**src/rtl/msf_pkg.sv**
```systemverilog
package msf_pkg;
  typedef struct packed {
    logic       key_en;
    logic [4:0] spare;
    logic [1:0] sec;
  } opt_t;

  localparam logic [1:0] SEC_OPEN   = 2'b10;
  localparam logic [7:0] OPT_ERASED = 8'hFF;
endpackage

```
**src/rtl/msf_opt_loader.sv**
```systemverilog
module msf_opt_loader #(
  parameter int unsigned LOAD_LAT = 4
) (
  input  logic          clk_i,
  input  logic          rst_ni,
  input  logic [7:0]    nv_opt_i,
  output msf_pkg::opt_t opt_o,
  output logic          loaded_o
);
  localparam int unsigned CNT_W = $clog2(LOAD_LAT + 1);

  logic [CNT_W-1:0] cnt_q;

  always_ff @(posedge clk_i or negedge rst_ni) begin
    if (!rst_ni) begin
      cnt_q    <= '0;
      loaded_o <= 1'b0;
      opt_o    <= msf_pkg::OPT_ERASED;
    end else if (!loaded_o) begin
      if (cnt_q == CNT_W'(LOAD_LAT - 1)) begin
        loaded_o <= 1'b1;
        opt_o    <= nv_opt_i;
      end else begin
        cnt_q <= cnt_q + 1'b1;
      end
    end
  end
endmodule

```
**src/rtl/msf_region_dec.sv**
```systemverilog
module msf_region_dec #(
  parameter int unsigned        ADDR_W   = 16,
  parameter logic [ADDR_W-1:0]  RAM_LO   = 16'h0080,
  parameter logic [ADDR_W-1:0]  RAM_HI   = 16'h107F,
  parameter logic [ADDR_W-1:0]  FLASH_LO = 16'h2000
) (
  input  logic [ADDR_W-1:0] addr_i,
  output logic              secure_o
);
  // Flash runs to the top of the address space.
  assign secure_o = ((addr_i >= RAM_LO) && (addr_i <= RAM_HI)) || (addr_i >= FLASH_LO);
endmodule

```
**src/rtl/msf_sec_state.sv**
```systemverilog
module msf_sec_state (
  input  logic          clk_i,
  input  logic          rst_ni,
  input  msf_pkg::opt_t opt_i,
  input  logic          loaded_i,
  input  logic          unsec_req_i,
  output logic          secured_o,
  output logic          key_en_o
);
  logic unsec_q;

  always_ff @(posedge clk_i or negedge rst_ni) begin
    if (!rst_ni)                                   unsec_q <= 1'b0;
    else if (loaded_i && opt_i.key_en && unsec_req_i) unsec_q <= 1'b1;
  end

  assign secured_o = !loaded_i || ((opt_i.sec != msf_pkg::SEC_OPEN) && !unsec_q);
  assign key_en_o  = loaded_i && opt_i.key_en;
endmodule

```
**src/rtl/msf_exec_track.sv**
```systemverilog
module msf_exec_track #(
  parameter int unsigned        ADDR_W   = 16,
  parameter logic [ADDR_W-1:0]  RAM_LO   = 16'h0080,
  parameter logic [ADDR_W-1:0]  RAM_HI   = 16'h107F,
  parameter logic [ADDR_W-1:0]  FLASH_LO = 16'h2000
) (
  input  logic              clk_i,
  input  logic              rst_ni,
  input  logic              fetch_i,
  input  logic [ADDR_W-1:0] fetch_addr_i,
  output logic              exec_sec_o
);
  logic fetch_sec;

  msf_region_dec #(
    .ADDR_W(ADDR_W), .RAM_LO(RAM_LO), .RAM_HI(RAM_HI), .FLASH_LO(FLASH_LO)
  ) fetch_dec_i (
    .addr_i  (fetch_addr_i),
    .secure_o(fetch_sec)
  );

  // Out of reset, code counts as unsecured until the first fetch.
  always_ff @(posedge clk_i or negedge rst_ni) begin
    if (!rst_ni)      exec_sec_o <= 1'b0;
    else if (fetch_i) exec_sec_o <= fetch_sec;
  end
endmodule

```
**src/rtl/msf_access_gate.sv**
```systemverilog
module msf_access_gate #(
  parameter int unsigned DATA_W = 8
) (
  input  logic              secured_i,
  input  logic              addr_sec_i,
  input  logic              exec_sec_i,
  input  logic              req_i,
  input  logic              we_i,
  input  logic              dbg_i,
  input  logic [DATA_W-1:0] mem_rdata_i,
  output logic              blocked_o,
  output logic              mem_we_o,
  output logic [DATA_W-1:0] rdata_o
);
  assign blocked_o = req_i && secured_i && addr_sec_i && (dbg_i || !exec_sec_i);
  assign mem_we_o  = req_i && we_i && !blocked_o;
  assign rdata_o   = blocked_o ? '0 : mem_rdata_i;
endmodule

```
**src/rtl/mem_sec_filter.sv**
```systemverilog
module mem_sec_filter #(
  parameter int unsigned        ADDR_W   = 16,
  parameter int unsigned        DATA_W   = 8,
  parameter int unsigned        LOAD_LAT = 4,
  parameter logic [ADDR_W-1:0]  RAM_LO   = 16'h0080,
  parameter logic [ADDR_W-1:0]  RAM_HI   = 16'h107F,
  parameter logic [ADDR_W-1:0]  FLASH_LO = 16'h2000
) (
  input  logic              clk_i,
  input  logic              rst_ni,
  input  logic [7:0]        nv_opt_i,
  input  logic              unsec_req_i,
  input  logic              fetch_i,
  input  logic [ADDR_W-1:0] fetch_addr_i,
  input  logic              bus_req_i,
  input  logic              bus_we_i,
  input  logic              bus_dbg_i,
  input  logic [ADDR_W-1:0] bus_addr_i,
  input  logic [DATA_W-1:0] mem_rdata_i,
  input  logic              ocd_en_req_i,
  output logic              mem_we_o,
  output logic [DATA_W-1:0] rdata_o,
  output logic              blocked_o,
  output logic              secured_o,
  output logic              key_en_o,
  output logic              ocd_en_o
);
  msf_pkg::opt_t opt_q;
  logic          opt_loaded;
  logic          exec_sec;
  logic          addr_sec;

  msf_opt_loader #(.LOAD_LAT(LOAD_LAT)) loader_i (
    .clk_i   (clk_i),
    .rst_ni  (rst_ni),
    .nv_opt_i(nv_opt_i),
    .opt_o   (opt_q),
    .loaded_o(opt_loaded)
  );

  msf_sec_state state_i (
    .clk_i      (clk_i),
    .rst_ni     (rst_ni),
    .opt_i      (opt_q),
    .loaded_i   (opt_loaded),
    .unsec_req_i(unsec_req_i),
    .secured_o  (secured_o),
    .key_en_o   (key_en_o)
  );

  msf_exec_track #(
    .ADDR_W(ADDR_W), .RAM_LO(RAM_LO), .RAM_HI(RAM_HI), .FLASH_LO(FLASH_LO)
  ) exec_i (
    .clk_i       (clk_i),
    .rst_ni      (rst_ni),
    .fetch_i     (fetch_i),
    .fetch_addr_i(fetch_addr_i),
    .exec_sec_o  (exec_sec)
  );

  msf_region_dec #(
    .ADDR_W(ADDR_W), .RAM_LO(RAM_LO), .RAM_HI(RAM_HI), .FLASH_LO(FLASH_LO)
  ) bus_dec_i (
    .addr_i  (bus_addr_i),
    .secure_o(addr_sec)
  );

  msf_access_gate #(.DATA_W(DATA_W)) gate_i (
    .secured_i  (secured_o),
    .addr_sec_i (addr_sec),
    .exec_sec_i (exec_sec),
    .req_i      (bus_req_i),
    .we_i       (bus_we_i),
    .dbg_i      (bus_dbg_i),
    .mem_rdata_i(mem_rdata_i),
    .blocked_o  (blocked_o),
    .mem_we_o   (mem_we_o),
    .rdata_o    (rdata_o)
  );

  assign ocd_en_o = ocd_en_req_i && !secured_o;
endmodule

```
**config.mk**
```make
export PLATFORM = sky130hd
export DESIGN_NAME = mem_sec_filter
export DESIGN_NICKNAME = d
export VERILOG_FILES = /design/src/rtl/msf_pkg.sv /design/src/rtl/msf_opt_loader.sv /design/src/rtl/msf_region_dec.sv /design/src/rtl/msf_sec_state.sv /design/src/rtl/msf_exec_track.sv /design/src/rtl/msf_access_gate.sv /design/src/rtl/mem_sec_filter.sv
export SDC_FILE = /design/constraint.sdc
export NUM_CORES = 1
export LEC_CHECK = 0
export BUFFER_PORTS_ARGS = -buffer_cell sky130_fd_sc_hd__buf_4
export CELL_PAD_IN_SITES_DETAIL_PLACEMENT = 1
export CELL_PAD_IN_SITES_GLOBAL_PLACEMENT = 1
export CORE_ASPECT_RATIO = 1.4
export CORE_UTILIZATION = 21
export DETAILED_ROUTE_END_ITERATION = 10
export PLACE_DENSITY = 0.93
export SLEW_MARGIN = 10
export SYNTH_ARGS = -nofsm -noshare
export SYNTH_HDL_FRONTEND = slang
export SYNTH_SLANG_ARGS = --single-unit
```
**constraint.sdc**
```tcl
create_clock -name clk_i -period 3.2 [get_ports clk_i]
set_input_delay 0.64 -clock clk_i [delete_from_list [all_inputs] [get_ports clk_i]]
set_output_delay 0.64 -clock clk_i [all_outputs]
set_load 0.1 [all_outputs]
```
Word level (Yosys, flattened, before mapping) --
Cells that the tools add are included.
Word-level totals: register bits 9, bits of input ports 56, word-level logic and storage cells 42
Cells by class: $add $sub $neg 1, magnitude comparators 6, equal/unequal tests 2, muxes and demuxes 3, bitwise logic cells 2, reduce and logical (&&, ||, !) cells 22
Operators by type and width (number):
- $ge 16x14->1 const B | 2
- $ge 16x8->1 const B | 2
- $le 16x13->1 const B | 2
- $logic_and 1x1->1 | 11
- $mux 8 | 1
- $logic_not 1->1 | 5
- $logic_or 1x1->1 | 4
- $reduce_and 2->1 | 2
- $add 3x1->3 const B | 1
- $eq 3x2->1 const B | 1
- $mux 1 | 2
- $ne 2x2->1 const B | 1
- $not 1->1 | 2

Logic depth before layout (Yosys ltp) --
Gate-level depths: netlist (run 1).
word-level depth 8, mapped depth 6, depth with buffers taken out 5

Hierarchy --
Synthesis (run 1) repeated with hierarchy kept, for this count alone.
Unflattened totals: cells, all modules 73, area, all modules 869.6 µm²
By module, submodules not included:
- msf_opt_loader | instances 1, cells an instance 31, area an instance 485.5 µm²
- msf_access_gate | instances 1, cells an instance 24, area an instance 210.2 µm²
- msf_region_dec | instances 2, cells an instance 5, area an instance 33.8 µm²
- msf_sec_state | instances 1, cells an instance 5, area an instance 52.6 µm²
- msf_exec_track | instances 1, cells an instance 2, area an instance 40.0 µm²
- mem_sec_filter | instances 1, cells an instance 1, area an instance 13.8 µm²

Least setup slack after synthesis (run 1) --
OpenSTA, ideal clock, no wires.
path kind flip-flop to output port, start reg loader_i.opt_o[1] (netlist name), end out rdata_o[0], arrival time 4474 ps, slack -1914 ps, cell stages (with the launch flop) 6, cell sequence dfstp_2 > nor2b_1 > o21ai_0 > and3_1 > buf_1 > a21boi_0
Between the ends: cells in the longest elaborated chain, start to end 7
RTL lines:
- start: declaration | RTL line msf_opt_loader.sv:7 | output msf_pkg::opt_t opt_o,
- start signal: assignment | RTL line msf_opt_loader.sv:18 | opt_o <= msf_pkg::OPT_ERASED;
- start signal: assignment | RTL line msf_opt_loader.sv:22 | opt_o <= nv_opt_i;
- $ne 2x2->1 | RTL line msf_sec_state.sv:17 | assign secured_o = !loaded_i || ((opt_i.sec != msf_pkg::SEC_OPEN) && !unsec_q);
- $logic_and 1x1->1 | RTL line msf_sec_state.sv:17
- $logic_or 1x1->1 | RTL line msf_sec_state.sv:17
- via secured_o | RTL line mem_sec_filter.sv:24 | output logic secured_o,
- $logic_and 1x1->1 (3 in series) | RTL line msf_access_gate.sv:15 | assign blocked_o = req_i && secured_i && addr_sec_i && (dbg_i || !exec_sec_i);
- $mux 8 | RTL line msf_access_gate.sv:17 | assign rdata_o = blocked_o ? '0 : mem_rdata_i;
- end: declaration | RTL line mem_sec_filter.sv:22 | output logic [DATA_W-1:0] rdata_o,
The timed path passes the listed nets, and every way through them passes these cells.

Worst setup path after layout (run 1) --
start in bus_addr_i[8], end out blocked_o
Between the ends: cells in the longest elaborated chain, start to end 5
RTL lines:
- start: declaration | RTL line mem_sec_filter.sv:18 | input logic [ADDR_W-1:0] bus_addr_i,
- $ge 16x8->1 or $le 16x13->1 (tied branches) | RTL line msf_region_dec.sv:11 | assign secure_o = ((addr_i >= RAM_LO) && (addr_i <= RAM_HI)) || (addr_i >= FLASH_LO);
- $logic_and 1x1->1 | RTL line msf_region_dec.sv:11
- $logic_or 1x1->1 * | RTL line msf_region_dec.sv:11
- $logic_and 1x1->1 * (2 in series) | RTL line msf_access_gate.sv:15
- end: declaration | RTL line mem_sec_filter.sv:23 | output logic blocked_o,
Mark *: on every way between the ends. The rest lies on a longest branch, timed or not.

==> impl_metrics.tcl, run 1 <==
set metrics [dict create \
    yosysWarnings 0 \
    die_x_um 44.6 \
    gp_congestion 0.610 \
    cp-endpoint "blocked_o" \
    clk_path_buf_depth 2 \
    instances_no_fill 138 \
    ys.flop_type "dfrtp_1" \
    nets 163 \
    worstPathRequired_ps 2560 \
    ys_seq_area_share_pct 43.0 \
    grt_util_met2_pct 26.3 \
    ioPinCount 69 \
    synth_edf_count 0 \
    min_path_type "input port to asynchronous set/reset pin" \
    yosysUniqueCellTypes 26 \
    regToRegSetupSlack_ps 1700 \
    yosysMostFrequentCell "a21boi_0" \
    worstSkewPairLatency_ps 260 \
    synth_top_cell_by_area "dfrtp_1" \
    max_stage_delay_ps 520 \
    synth-seq-cells 9 \
    use_met1_pct 10.1 \
    cpMostUsedCell "buf_4" \
    postRouteAntennaNets 0 \
    finalClockSkew_ps 2.08 \
    peakVddDrop_mv 0.187 \
    grt_max_degree 11 \
    path_cells "buf_4 > or4_4 > o21a_1 > o21ai_2 > and2_1 > buf_4" \
    grt_pass1_wl_um 2460 \
    async_reset_ff_share_pct 100 \
    power_density_nw_per_um2 332 \
    worst_pin_slew_ps 421 \
    holdBufCountCts 0 \
    drcViolationCount 0 \
    clock_sinks 9 \
    syn_to_final_growth_pct 83.3 \
    drv_cap 0 \
    cts_tree "built" \
    num_vias 614 \
    drt-vias-per-instance 4.45 \
    total_leakage_power_uw 0.000458 \
    dieArea_um2 2750 \
    cts_resized 0 \
    avgSynthCellArea_um2 10.1 \
    start_util_pct 22.3 \
    drv_slew 0 \
    dpl.cell_count 134 \
    grt_usage_pct 12.3 \
    final-setup-viol-count 0 \
    cts.clk_slew.worst_paths_ps 60 \
    grt.busiest_layer "met2" \
    antenna_found_initial 0 \
    syn_inst 53 \
    postCtsSetupBuffers 0 \
    antenna-diode-count 0 \
    coreArea_um2 2390 \
    grt_pass1_vias 614 \
    wl_um 1650 \
    yosysTopAreaCellShare_pct 28.2 \
    worst-setup-path-type "input port to primary output" \
    min_period_ps 2950 \
    post_drt_wl_per_cell_um 12.0 \
    r2r-start "loader_i.cnt_q[0]$_DFFE_PN0P_" \
    grt_overflow 0 \
    drt_iter0_drc 8 \
    worst_path_max_delay_cell "or4_4" \
    crit_path_end_kind "primary output" \
    cp-start-kind "input port" \
    r2r-end "loader_i.cnt_q[1]$_DFFE_PN0P_" \
    hpwlAfterDp_um 1480 \
    use_met3_pct 4.11 \
    fin_tns_setup_ps 0 \
    r2r_cells 4 \
    worstPathArrival_ps 2310 \
    cts_buffers 3 \
    post-route-period-util_pct 92.1 \
    drtPass1Iterations 2 \
    yosys-top-cells-count "a21boi_0, dfrtp_1, mux2_2" \
    drive_gt1_share_pct 61.5 \
    max_freq_ghz 0.339 \
    num_rows 21 \
    die_y_um 61.6 \
    syn_nets 111 \
    syn_area_um2 533 \
    netlist_top_cells_area "dfrtp_1, dfstp_2, a21boi_0" \
    clockRootBuffer "clkbuf_4" \
    ctsHtreeMaxLevel 1 \
    status "completed" \
    portBuffers 49 \
    crit_fanout 10 \
    timing.max_slew.rel_slack_pct 72.0 \
    hold_violations 0 \
    cp-startpoint "bus_addr_i[8]" \
    rsz0062_at_grt "no" \
]
==> cell usage in the layout (no fill, tap or decap), drive strengths merged <==
cell and n:
xnor2 1, ha 2, o21a 1, or2 1, dfrtp 6, nand2b 1, a21oi 1, and3 1
inv 2, nor2b 2, clkbuf 4, nand2 2, mux2 4, or4 2, nor2 3, a21o 1
xor2 1, dfstp 3, o21ai 3, and2 2, nor3 3, a21boi 8, a31oi 1, buf 49
==> how the worst min path moves through the flow <==
stage            from  cells past startpoint                            end  slack, ps
2_1_floorplan  rst_ni                      0  exec_i.exec_sec_o$_DFFE_PN0P_        340
3_3_place_gp   rst_ni                      1  loader_i.cnt_q[1]$_DFFE_PN0P_        460
3_5_place_dp   rst_ni                      1  loader_i.cnt_q[0]$_DFFE_PN0P_        470
4_1_cts        rst_ni                      1  loader_i.cnt_q[0]$_DFFE_PN0P_        190
5_1_grt        rst_ni                      1  loader_i.cnt_q[0]$_DFFE_PN0P_        180
6_report       rst_ni                      1  loader_i.cnt_q[0]$_DFFE_PN0P_        190
==> flip-flops by register name, indices dropped and copies added, names as in the netlist <==
| name | count |
|---|---|
| loader_i.opt_o | 3 |
| exec_i.exec_sec_o | 1 |
| loader_i.cnt_q | 3 |
| loader_i.loaded_o | 1 |
| state_i.unsec_q | 1 |
==> through the flow <==
step                hold WS [ps]  util (%)  worst slack [ps]  instance area [µm²]  power [µW]
detailed placement           469      39.8               242                  951         240
finish                       186      40.9               253                  977         325
global route                 176      40.9               172                  977         341
global placement             462      39.8               270                  951         238
floorplan                    344         -              -404                  548         188
CTS                          187      40.9               238                  977         329
==> worst max-delay path: cells and delay by family <==
family,cells,cell delay (ps)
simple gates,2,710
compound gates,2,560
buf+inv,2,390
==> routing by layer <==
layer	share of wire [%]	vias up
met1	30	284
met5	0	-
met2	56	39
met3	14	2
met4	0.67	0
li1	-	289
==> kinds of logic after synthesis <==
| logic type | count (synthesis) | share of synthesized area [%] |
|---|---|---|
| mux | 4 | 8.45 |
| simple gates | 17 | 18.1 |
| fa+ha+maj | 2 | 4.69 |
| flops | 9 | 43.0 |
| xor+xnor | 2 | 3.29 |
| buf+inv | 4 | 2.82 |
| compound gates | 15 | 19.7 |
==> power by group <==
| part | internal [µW] | switching (µW) | leakage [µW] |
|---|---|---|---|
| Combinational | 44.9 | 73.6 | 0.000354 |
| Sequential | 118 | 1.15 | 0.0000896 |
| Clock | 48.0 | 39.3 | 0.0000150 |
| Total | 211 | 114 | 0.000458 |
==> area by class of cell <==
class | count | area (µm²)
Fill cell | 298 | 1410
Inverter | 2 | 7.51
Tap cell | 34 | 42.5
Sequential cell | 9 | 229
Clock buffer | 4 | 26.3
Timing Repair Buffer | 49 | 368
Multi-Input combinational cell | 40 | 304
Note: power is estimated with default switching activity, not from simulation.
==> run 2: changes to the inputs <==
Settings changed: CORE_UTILIZATION 21 to 19, PLACE_DENSITY 0.93 to 0.87, SKIP_CTS_REPAIR_TIMING set to 1.
Clock period 3.2 ns to 2.75 ns, I/O delays scaled along.
==> run 2 against run 1 <==
  * Register-to-register slack worse by 460 ps
  * First-iteration DRC count shrank 75%
  * Wire length up 2.2%
  * Final area increased by 5.9%
  * Critical endpoint is now rdata_o[4]
  * Largest cell class unchanged
  * Highest routed layer unchanged
==> impl_metrics.tcl, run 2 (same netlist as run 1, synthesis figures left out) <==
set metrics [dict create \
    nets 164 \
    postRouteAntennaNets 0 \
    p_total_uw 378 \
    die_x_um 46.8 \
    finalClockSkew_ps 3.92 \
    num_vias 604 \
    syn_to_final_growth_pct 94.1 \
    drcViolationCount 0 \
    peakVddDrop_mv 0.176 \
    power_density_nw_per_um2 365 \
    post_drt_wl_per_cell_um 12.0 \
    hold_violations 0 \
    r2r-start "loader_i.cnt_q[0]$_DFFE_PN0P_" \
    gp_congestion 0.632 \
    final_common_cell "buf_4" \
    final-setup-viol-count 0 \
    largestRegisters "loader_i.cnt_q: 3 flops, loader_i.opt_o: 3 flops" \
    grt_max_degree 11 \
    drt-vias-per-instance 4.28 \
    worstSkewPairLatency_ps 250 \
    dieArea_um2 3020 \
    coreArea_um2 2640 \
    worst-setup-path-type "input port to primary output" \
    min_path_type "input port to asynchronous set/reset pin" \
    num_rows 22 \
    drv_slew 0 \
    grt_pass1_vias 661 \
    antenna-diode-count 0 \
    ioPinCount 69 \
    drv_cap 0 \
    cts_buffers 3 \
    total_leakage_power_uw 0.000476 \
    timing.max_slew.rel_slack_pct 65.2 \
    crit_path_end_kind "primary output" \
    worst_pin_slew_ps 521 \
    hpwlAfterDp_um 1520 \
    start_util_pct 20.2 \
    max_freq_ghz 0.376 \
    drive_gt1_share_pct 71.4 \
    ctsHtreeMaxLevel 1 \
    cts.clk_slew.worst_paths_ps 60 \
    regToRegSetupSlack_ps 1240 \
    cts_tree "built" \
    rsz0062_at_grt "no" \
    portBuffers 49 \
    dpl.cell_count 137 \
    final_cell_mix "buf_4, a21boi_2, dfrtp_1" \
    hold_ws_ps 102 \
    die_y_um 64.7 \
    fin_tns_setup_ps 0 \
    min_period_ps 2660 \
    grt_overflow 0 \
    r2r-end "loader_i.cnt_q[1]$_DFFE_PN0P_" \
    cp-start-kind "input port" \
    instances_no_fill 141 \
    antenna_found_initial 0 \
    worstPathRequired_ps 2200 \
    drt_iter0_drc 2 \
    worstPathArrival_ps 2110 \
    clock_sinks 9 \
    drtPass1Iterations 2 \
    wl_um 1690 \
    utilization_pct 39.2 \
    crit_fanout 8 \
    clockRootBuffer "clkbuf_4" \
    post-route-period-util_pct 96.8 \
    r2r_cells 4 \
    status "completed" \
    grt_usage_pct 11.9 \
    grt_pass1_wl_um 2600 \
    clk_path_buf_depth 2 \
]
==> run 2: cell count changes in the layout (fill, tap and decap cells not counted), sizes merged <==
cell	previous run	this run
buf	49	50
==> run 2: metrics by stage <==
stage	instance area [µm²]	setup WS [ps]
floorplan	584	-158
global placement	1010	94.7
detailed placement	1010	77.7
CTS	1030	72.4
global route	1030	1.36
finish	1030	87.1
==> run 2: worst max-delay path by stage <==
stage / from / to / slack, ps / depth (start not counted)
3_3_place_gp: bus_addr_i[8] / rdata_o[5] / 90 / 7
2_1_floorplan: bus_addr_i[8] / mem_we_o / -160 / 4
6_report: bus_addr_i[8] / rdata_o[4] / 90 / 7
5_1_grt: bus_addr_i[8] / rdata_o[6] / 1 / 7
3_5_place_dp: bus_addr_i[8] / rdata_o[4] / 80 / 7
4_1_cts: bus_addr_i[8] / rdata_o[4] / 70 / 7
==> run 2: per-layer routing <==
layer / up-vias / routed length (µm) / GRT usage, %
li1: 290 / - / -
met1: 272 / 476 / 9.19
met2: 40 / 932 / 23.6
met3: 2 / 264 / 3.90
met4: 0 / 15 / 5.36
met5: - / 0 / 0
==> run 2: critical path, stage by stage <==
cell and delay (ps):
buf_4 110, or4_4 520, o21a_1 190, o21ai_2 260, buf_12 170, a21boi_2 60, buf_4 250
==> run 2: report_power, final <==
group	internal, µW	switching (µW)
combinational	55.6	86.3
clock	55.6	41.6
sequential	137	1.40
total	248	129
==> run 2: cell type report <==
cell class | instances | area [µm²]
sequential | 9 | 229
fill | 326 | 1610
clock buffer | 4 | 26.3
inverter | 2 | 7.51
tap | 36 | 45.0
timing repair buffer | 50 | 388
multi-input combinational | 40 | 339
